==> src/rtl/axw_pkg.sv <==
package axw_pkg;
  typedef enum logic [1:0] {
    ST_RESET = 2'd0,
    ST_ADDR  = 2'd1,
    ST_DATA  = 2'd2,
    ST_RESP  = 2'd3
  } wr_state_e;

  localparam logic [1:0] BURST_FIXED = 2'b00;
  localparam logic [1:0] RESP_OKAY   = 2'b00;
  localparam logic [1:0] RESP_SLVERR = 2'b10;
endpackage

==> src/rtl/axw_rst_sync.sv <==
module axw_rst_sync #(
  parameter int STAGES = 2
) (
  input  logic clk,
  input  logic rst_n,
  output logic rst_sync_n
);
  logic [STAGES-1:0] sync_q;

  always_ff @(posedge clk or negedge rst_n) begin
    if (!rst_n) sync_q <= '0;
    else        sync_q <= {sync_q[STAGES-2:0], 1'b1};
  end

  assign rst_sync_n = sync_q[STAGES-1];
endmodule

==> src/rtl/axw_fifo.sv <==
module axw_fifo #(
  parameter int DATA_W = 32,
  parameter int DEPTH  = 8
) (
  input  logic              clk,
  input  logic              rst_n,
  input  logic              push,
  input  logic [DATA_W-1:0] wdata,
  input  logic              pop,
  output logic [DATA_W-1:0] rdata,
  output logic              full,
  output logic              empty
);
  localparam int PTR_W = $clog2(DEPTH);
  localparam int CNT_W = PTR_W + 1;

  logic [DATA_W-1:0] mem [DEPTH];
  logic [PTR_W-1:0]  wr_ptr, rd_ptr;
  logic [CNT_W-1:0]  count;
  logic              do_push, do_pop;

  assign full    = (count == CNT_W'(DEPTH));
  assign empty   = (count == '0);
  assign do_push = push && !full;
  assign do_pop  = pop && !empty;
  assign rdata   = mem[rd_ptr];

  always_ff @(posedge clk) begin
    if (do_push) mem[wr_ptr] <= wdata;
  end

  always_ff @(posedge clk or negedge rst_n) begin
    if (!rst_n) begin
      wr_ptr <= '0;
      rd_ptr <= '0;
      count  <= '0;
    end else begin
      if (do_push) wr_ptr <= (wr_ptr == PTR_W'(DEPTH-1)) ? '0 : wr_ptr + 1'b1;
      if (do_pop)  rd_ptr <= (rd_ptr == PTR_W'(DEPTH-1)) ? '0 : rd_ptr + 1'b1;
      if (do_push != do_pop) count <= do_push ? count + 1'b1 : count - 1'b1;
    end
  end

  AST_NO_OVERFLOW: assert property (@(posedge clk) disable iff (!rst_n)
    push |-> !full);
endmodule

==> src/rtl/axw_ram.sv <==
module axw_ram #(
  parameter int DATA_W = 32,
  parameter int WORDS  = 64
) (
  input  logic                     clk,
  input  logic                     we,
  input  logic [$clog2(WORDS)-1:0] waddr,
  input  logic [DATA_W-1:0]        wdata,
  input  logic [DATA_W/8-1:0]      wstrb,
  input  logic [$clog2(WORDS)-1:0] raddr,
  output logic [DATA_W-1:0]        rdata
);
  localparam int LANES = DATA_W / 8;

  logic [DATA_W-1:0] mem [WORDS];

  always_ff @(posedge clk) begin
    for (int k = 0; k < LANES; k++) begin
      if (we && wstrb[k]) mem[waddr][8*k +: 8] <= wdata[8*k +: 8];
    end
  end

  assign rdata = mem[raddr];
endmodule

==> src/rtl/axi_burst_wr_slave.sv <==
module axi_burst_wr_slave
  import axw_pkg::*;
#(
  parameter int ID_W       = 4,
  parameter int ADDR_W     = 12,
  parameter int DATA_W     = 32,
  parameter int RAM_WORDS  = 64,
  parameter int FIFO_DEPTH = 8,
  localparam int STRB_W    = DATA_W / 8,
  localparam int LANE_W    = $clog2(STRB_W),
  localparam int RAM_AW    = $clog2(RAM_WORDS)
) (
  input  logic              clk,
  input  logic              rst_n,
  input  logic [ID_W-1:0]   aw_id,
  input  logic [ADDR_W-1:0] aw_addr,
  input  logic [7:0]        aw_len,
  input  logic [2:0]        aw_size,
  input  logic [1:0]        aw_burst,
  input  logic              aw_valid,
  output logic              aw_ready,
  input  logic [DATA_W-1:0] w_data,
  input  logic [STRB_W-1:0] w_strb,
  input  logic              w_last,
  input  logic              w_valid,
  output logic              w_ready,
  output logic [ID_W-1:0]   b_id,
  output logic [1:0]        b_resp,
  output logic              b_valid,
  input  logic              b_ready,
  input  logic              fifo_pop,
  output logic [DATA_W-1:0] fifo_data,
  output logic              fifo_empty,
  input  logic [RAM_AW-1:0] ram_raddr,
  output logic [DATA_W-1:0] ram_rdata
);
  logic              rst_sync_n;
  wr_state_e         state_q, state_d;
  logic [ID_W-1:0]   id_q;
  logic [ADDR_W-1:0] addr_q, step;
  logic [2:0]        size_q, eff_size;
  logic [7:0]        len_q, beats_q;
  logic              fixed_q, err_q;
  logic              aw_hs, w_hs, fifo_full, fifo_push, ram_we;

  axw_rst_sync #(.STAGES(2)) u_rst (
    .clk(clk), .rst_n(rst_n), .rst_sync_n(rst_sync_n)
  );

  assign aw_ready = (state_q == ST_ADDR);
  assign w_ready  = (state_q == ST_DATA);
  assign b_valid  = (state_q == ST_RESP);
  assign b_id     = id_q;
  assign b_resp   = err_q ? RESP_SLVERR : RESP_OKAY;
  assign aw_hs    = aw_valid && aw_ready;
  assign w_hs     = w_valid && w_ready;

  assign eff_size = (size_q > 3'(LANE_W)) ? 3'(LANE_W) : size_q;
  assign step     = ADDR_W'(1) << eff_size;

  always_comb begin
    state_d = state_q;
    case (state_q)
      ST_RESET: state_d = ST_ADDR;
      ST_ADDR:  if (aw_hs) state_d = ST_DATA;
      ST_DATA:  if (w_hs && w_last) state_d = ST_RESP;
      ST_RESP:  if (b_ready) state_d = ST_ADDR;
      default:  state_d = ST_RESET;
    endcase
  end

  always_ff @(posedge clk or negedge rst_sync_n) begin
    if (!rst_sync_n) state_q <= ST_RESET;
    else             state_q <= state_d;
  end

  always_ff @(posedge clk or negedge rst_sync_n) begin
    if (!rst_sync_n) begin
      id_q    <= '0;
      addr_q  <= '0;
      size_q  <= '0;
      len_q   <= '0;
      beats_q <= '0;
      fixed_q <= 1'b0;
      err_q   <= 1'b0;
    end else if (aw_hs) begin
      id_q    <= aw_id;
      addr_q  <= aw_addr;
      size_q  <= aw_size;
      len_q   <= aw_len;
      beats_q <= '0;
      fixed_q <= (aw_burst == BURST_FIXED);
      err_q   <= 1'b0;
    end else if (w_hs) begin
      beats_q <= beats_q + 1'b1;
      if (!fixed_q)             addr_q <= addr_q + step;
      if (fixed_q && fifo_full) err_q  <= 1'b1;
    end
  end

  assign fifo_push = w_hs && fixed_q && !fifo_full;
  assign ram_we    = w_hs && !fixed_q;

  axw_fifo #(.DATA_W(DATA_W), .DEPTH(FIFO_DEPTH)) u_fifo (
    .clk(clk), .rst_n(rst_sync_n), .push(fifo_push), .wdata(w_data),
    .pop(fifo_pop), .rdata(fifo_data), .full(fifo_full), .empty(fifo_empty)
  );

  axw_ram #(.DATA_W(DATA_W), .WORDS(RAM_WORDS)) u_ram (
    .clk(clk), .we(ram_we), .waddr(addr_q[LANE_W +: RAM_AW]), .wdata(w_data),
    .wstrb(w_strb), .raddr(ram_raddr), .rdata(ram_rdata)
  );

  AST_B_HOLD: assert property (@(posedge clk) disable iff (!rst_sync_n)
    b_valid && !b_ready |=> b_valid && $stable(b_id) && $stable(b_resp));
  AST_B_RELEASE: assert property (@(posedge clk) disable iff (!rst_sync_n)
    b_valid && b_ready |=> !b_valid);
  AST_LAST_TO_B: assert property (@(posedge clk) disable iff (!rst_sync_n)
    w_hs && w_last |=> b_valid);
  AST_LEN_MATCH: assert property (@(posedge clk) disable iff (!rst_sync_n)
    w_hs && w_last |-> beats_q == len_q);
  AST_QUIET_IN_RESP: assert property (@(posedge clk) disable iff (!rst_sync_n)
    b_valid |-> !w_ready && !aw_ready);
  AST_SLVERR_FIXED: assert property (@(posedge clk) disable iff (!rst_sync_n)
    b_valid && b_resp == RESP_SLVERR |-> fixed_q);
  AST_INCR_STEP: assert property (@(posedge clk) disable iff (!rst_sync_n)
    ram_we && !w_last |=> addr_q == $past(addr_q) + $past(step));
endmodule

==> config.mk <==
export PLATFORM = sky130hd
export DESIGN_NAME = axi_burst_wr_slave
export DESIGN_NICKNAME = d
export VERILOG_FILES = /design/src/rtl/axw_pkg.sv /design/src/rtl/axw_rst_sync.sv /design/src/rtl/axw_fifo.sv /design/src/rtl/axw_ram.sv /design/src/rtl/axi_burst_wr_slave.sv
export SDC_FILE = /design/constraint.sdc
export NUM_CORES = 2
export LEC_CHECK = 0
export BUFFER_PORTS_ARGS = -buffer_cell sky130_fd_sc_hd__buf_2
export CORE_ASPECT_RATIO = 1.25
export CORE_MARGIN = 2
export CORE_UTILIZATION = 40
export DETAILED_ROUTE_END_ITERATION = 8
export GPL_ROUTABILITY_DRIVEN = 1
export PLACE_DENSITY = 0.51
export RECOVER_POWER = 100
export SLEW_MARGIN = 5
export SYNTH_ARGS = -nofsm -noshare
export SYNTH_HDL_FRONTEND = slang
export SYNTH_HIERARCHICAL = 1
export SYNTH_SLANG_ARGS = --single-unit
==> constraint.sdc <==
create_clock -name clk -period 3.9 [get_ports clk]
set_input_delay 0.78 -clock clk [delete_from_list [all_inputs] [get_ports clk]]
set_output_delay 0.78 -clock clk [all_outputs]
set_load 0.01 [all_outputs]
==> summary.md <==
| Metric | Value |
|---|---|
| Status | complete, but fails checks |
| Violated checks | max-capacitance violations, max-slew violations, negative setup slack |
| H-tree Lvls | 4 |
| Final wirelength | 257,000 µm |
| FF-to-FF Start | addr_q[3]$_DFFE_PN0P_ |
| WP data required | 4.38 ns |
| Crit share post-route | 102% |
| TritonCTS clock tree | built |
| Die area | 231,000 µm² |
| CTS root buf | clkbuf_16 |
| Path type of the worst setup path | reg2reg |
| Reg2Reg Depth | 3 |
| First-pass detailed-route iteration total | 5 |
| Seq/Total Area, Yosys | 77.2% |
| Max_slew headroom | -98.6% |
| Initial Util | 40.2% |
| Max Clock Skew | 0.0397 ns |
| Post-DR vias/cell | 5.74 |
| GPL Wtd Cong | 0.819 |
| Post-synth EDFFs | 2,304 |
| Hold Vio Cnt, Final | 0 |
| DP Worst Slack | -0.375 ns |
| DRT antenna net count | 0 |
| Remaining Overflow, GRT | 0 |
| R2R Setup Slk | -0.07 ns |
| Seq cells post-synth | 2,335 |
| Max VDD drop | 0.000458 V |
| Worst setup margin | -0.0701 ns |
| Register Area | 70,000 µm² |
| Worst skew pair latency | 0.90 ns |
| Row count | 195 |
| I/O Pins | 152 |
| CP max FO | 10 |
| Share of layout cells above drive strength 1 | 30.4% |
| CTS sink cnt | 2,335 |
| Total Nets Final | 4,853 |
| Clock transition at the registers of the reported paths | 0.06 ns |
| # setup viols final | 17 |
| CORE AREA | 226,000 µm² |
| Hold_ws | 0.0899 ns |
| Area Growth Syn to Fin | 16.4% |
| Crit path DAT | 4.45 ns |
| Post-Synthesis Cells | 4,121 |
| Max_cap viols | 36 |
| Ys flop type | edfxtp_1 |
| Leakage | 33.1 nW |
| Worst slew pin tran | 2.98 ns |
| DRC Markers | 0 |
| Max Slew Vio Count | 1,666 |
| CP endpoint | u_ram/mem[26][24]$_DFFE_PP_ |
| Post-Syn Area per Cell | 22.0 µm² |
| GRT Total Usage | 22.2% |
| Global-route wire length before repair | 360,000 µm |
| WL per Instance | 32.6 µm |
| CP Launch Point | addr_q[3]$_DFFE_PN0P_ |
| Post-DP HPWL | 173,000 µm |
| Hold crit path type | in2reg |
| Antenna violations before repair | 14 |
| TritonCTS buffer count | 229 |
| Vias in the first global route | 45,900 |
| Starting DRC count in detailed routing | 4,660 |
| FFs w/ async S/R, synth | 1.33% |
| Setup TNS Final | -0.852 ns |
| Post-synth cell types | 62 |
| Clock Tree Buf Depth | 4 |
| PortBufs | 138 |
| Area of the multi-input gates | 19,700 µm² |
| Via count | 45,300 |
| Unrepaired setup endpoints after global routing | true |
| Yosys warns | 6 |
| Max Clock Freq | 0.252 GHz |
| Cell area after synthesis | 90,700 µm² |
| Startpoint Class | register |
| Die height | 536 µm |
| Die Wd | 430 µm |
| Pwr dens | 529 nW/µm² |
| Largest net degree at the start of global routing | 73 |
| Critical Path End Type | register |
| FF-to-FF End | u_ram/mem[26][24]$_DFFE_PP_ |
| Fin crit period | 3.97 ns |
| # fillers | 18,800 |
[timing repair]
action                                  CTS  global route
gates cloned                              4             2
hold endpoints to repair                  2             0
hold buffers                              1             0
setup buffers                            21            16
endpoints found under the setup margin   29            25
gates resized for setup                  64            33
pin swaps                                 6             6
[Yosys cell counts (9+ instances only)]
library cell / instances / area (µm²)
nor2_1: 299 / 1120
mux2i_1: 83 / 831
o221ai_1: 15 / 131
nand2_1: 125 / 469
clkbuf_1: 87 / 327
edfxtp_1: 2304 / 69200
nand3_1: 18 / 90.1
buf_2: 66 / 330
nor2b_1: 12 / 75.1
o22ai_1: 43 / 269
nand2b_1: 13 / 81.3
a22oi_1: 50 / 375
a221oi_1: 16 / 140
nor3_1: 29 / 145
buf_6: 20 / 225
inv_1: 9 / 33.8
mux4_2: 607 / 13700
buf_4: 34 / 255
a22o_1: 11 / 96.3
dfrtp_1: 31 / 776
buf_1: 26 / 97.6
o21ai_0: 12 / 60.1
ha_1: 17 / 213
mux2_2: 59 / 664
a21oi_1: 39 / 195
o211ai_1: 20 / 150
[layout by cell type (no fill, tap or decap), types with 18 or more instances in the layout]
cell       count
mux2_2        54
mux2i_1       80
edfxtp_1    2304
a22oi_1       45
buf_4        280
bufinv_16     19
a21oi_1       31
clkinv_1      69
clkbuf_16    232
o22ai_1       35
nor3_1        21
buf_2         73
clkbuf_1     212
dfrtp_1       28
o211ai_1      20
nand2_1      120
clkinv_2      29
buf_12        55
mux4_2       607
nand3_1       18
clkbuf_2      23
nor2_1       290
[where the power goes]
part,switching (mW),total [mW],internal [mW]
sequential,0.379,28.2,27.8
clock,9.39,21.4,12.0
combinational,3.61,6.12,2.51
total,13.4,55.8,42.4
[cell type report]
cell class / count / share of cell area, %
multi-input cells: 1545 / 18.7
diodes: 8 / 0.0190
flip-flops and latches: 2335 / 66.3
repair buffers: 634 / 4.66
clock buffers: 278 / 5.63
clock inverters: 131 / 1.11
inverters: 11 / 0.0439
well taps: 2955 / 3.50
[state kept, by name (all words and copies together), names as in the netlist, 3 cells and up]
name and cells:
u_ram/mem 2048, u_fifo/mem 256, size_q 3, u_fifo/count 4, b_id 4, addr_q 8
u_fifo/rd_ptr 3, u_fifo/wr_ptr 3
[critical path, stage by stage (launching register included)]
cell and delay, ns:
dfrtp_1 0.72, nor3b_1 1.01, nand2_1 0.76, nor2_1 1.08
[routing by layer]
metal | wire length, µm | track usage [%] | vias up
li1 | - | - | 18500
met5 | 13 | 0 | -
met4 | 9120 | 7.27 | 2
met3 | 16300 | 3.30 | 367
met1 | 106000 | 30.3 | 24800
met2 | 126000 | 36.8 | 1565
[worst min-delay path by stage]
stage,start,to,cells after the start,slack (ns)
2_1_floorplan,u_rst/sync_q[0]$_DFF_PN0_,u_rst/sync_q[1]$_DFF_PN0_,0,0.33
3_3_place_gp,u_rst/sync_q[1]$_DFF_PN0_,b_id[1]$_DFFE_PN0P_,1,0.27
3_5_place_dp,u_rst/sync_q[1]$_DFF_PN0_,b_id[3]$_DFFE_PN0P_,1,0.27
4_1_cts,aw_burst[0],fixed_q$_DFFE_PN0P_,2,0.03
5_1_grt,aw_burst[0],fixed_q$_DFFE_PN0P_,2,0.08
6_report,aw_burst[0],fixed_q$_DFFE_PN0P_,2,0.09
[stage by stage]
stage	std cells	instance area [µm²]	util [%]	power, mW
after floorplan	4125	90700	-	32.0
after global placement	7440	98200	43.5	34.9
after detailed placement	7440	98200	43.5	34.9
after CTS	7874	106000	46.9	56.4
after global routing	7891	105000	46.7	57.6
final	7897	106000	46.7	55.8
[kinds of logic after synthesis]
logic type	Yosys count	share of synthesized area (%)
other cells	2	0.00828
compound gates	235	1.84
buf+inv	245	1.42
fa+ha+maj	19	0.279
mux	754	16.8
simple gates	527	2.45
xor+xnor	4	0.0386
flops	2335	77.2
Note: power is estimated with default switching activity, not from simulation.
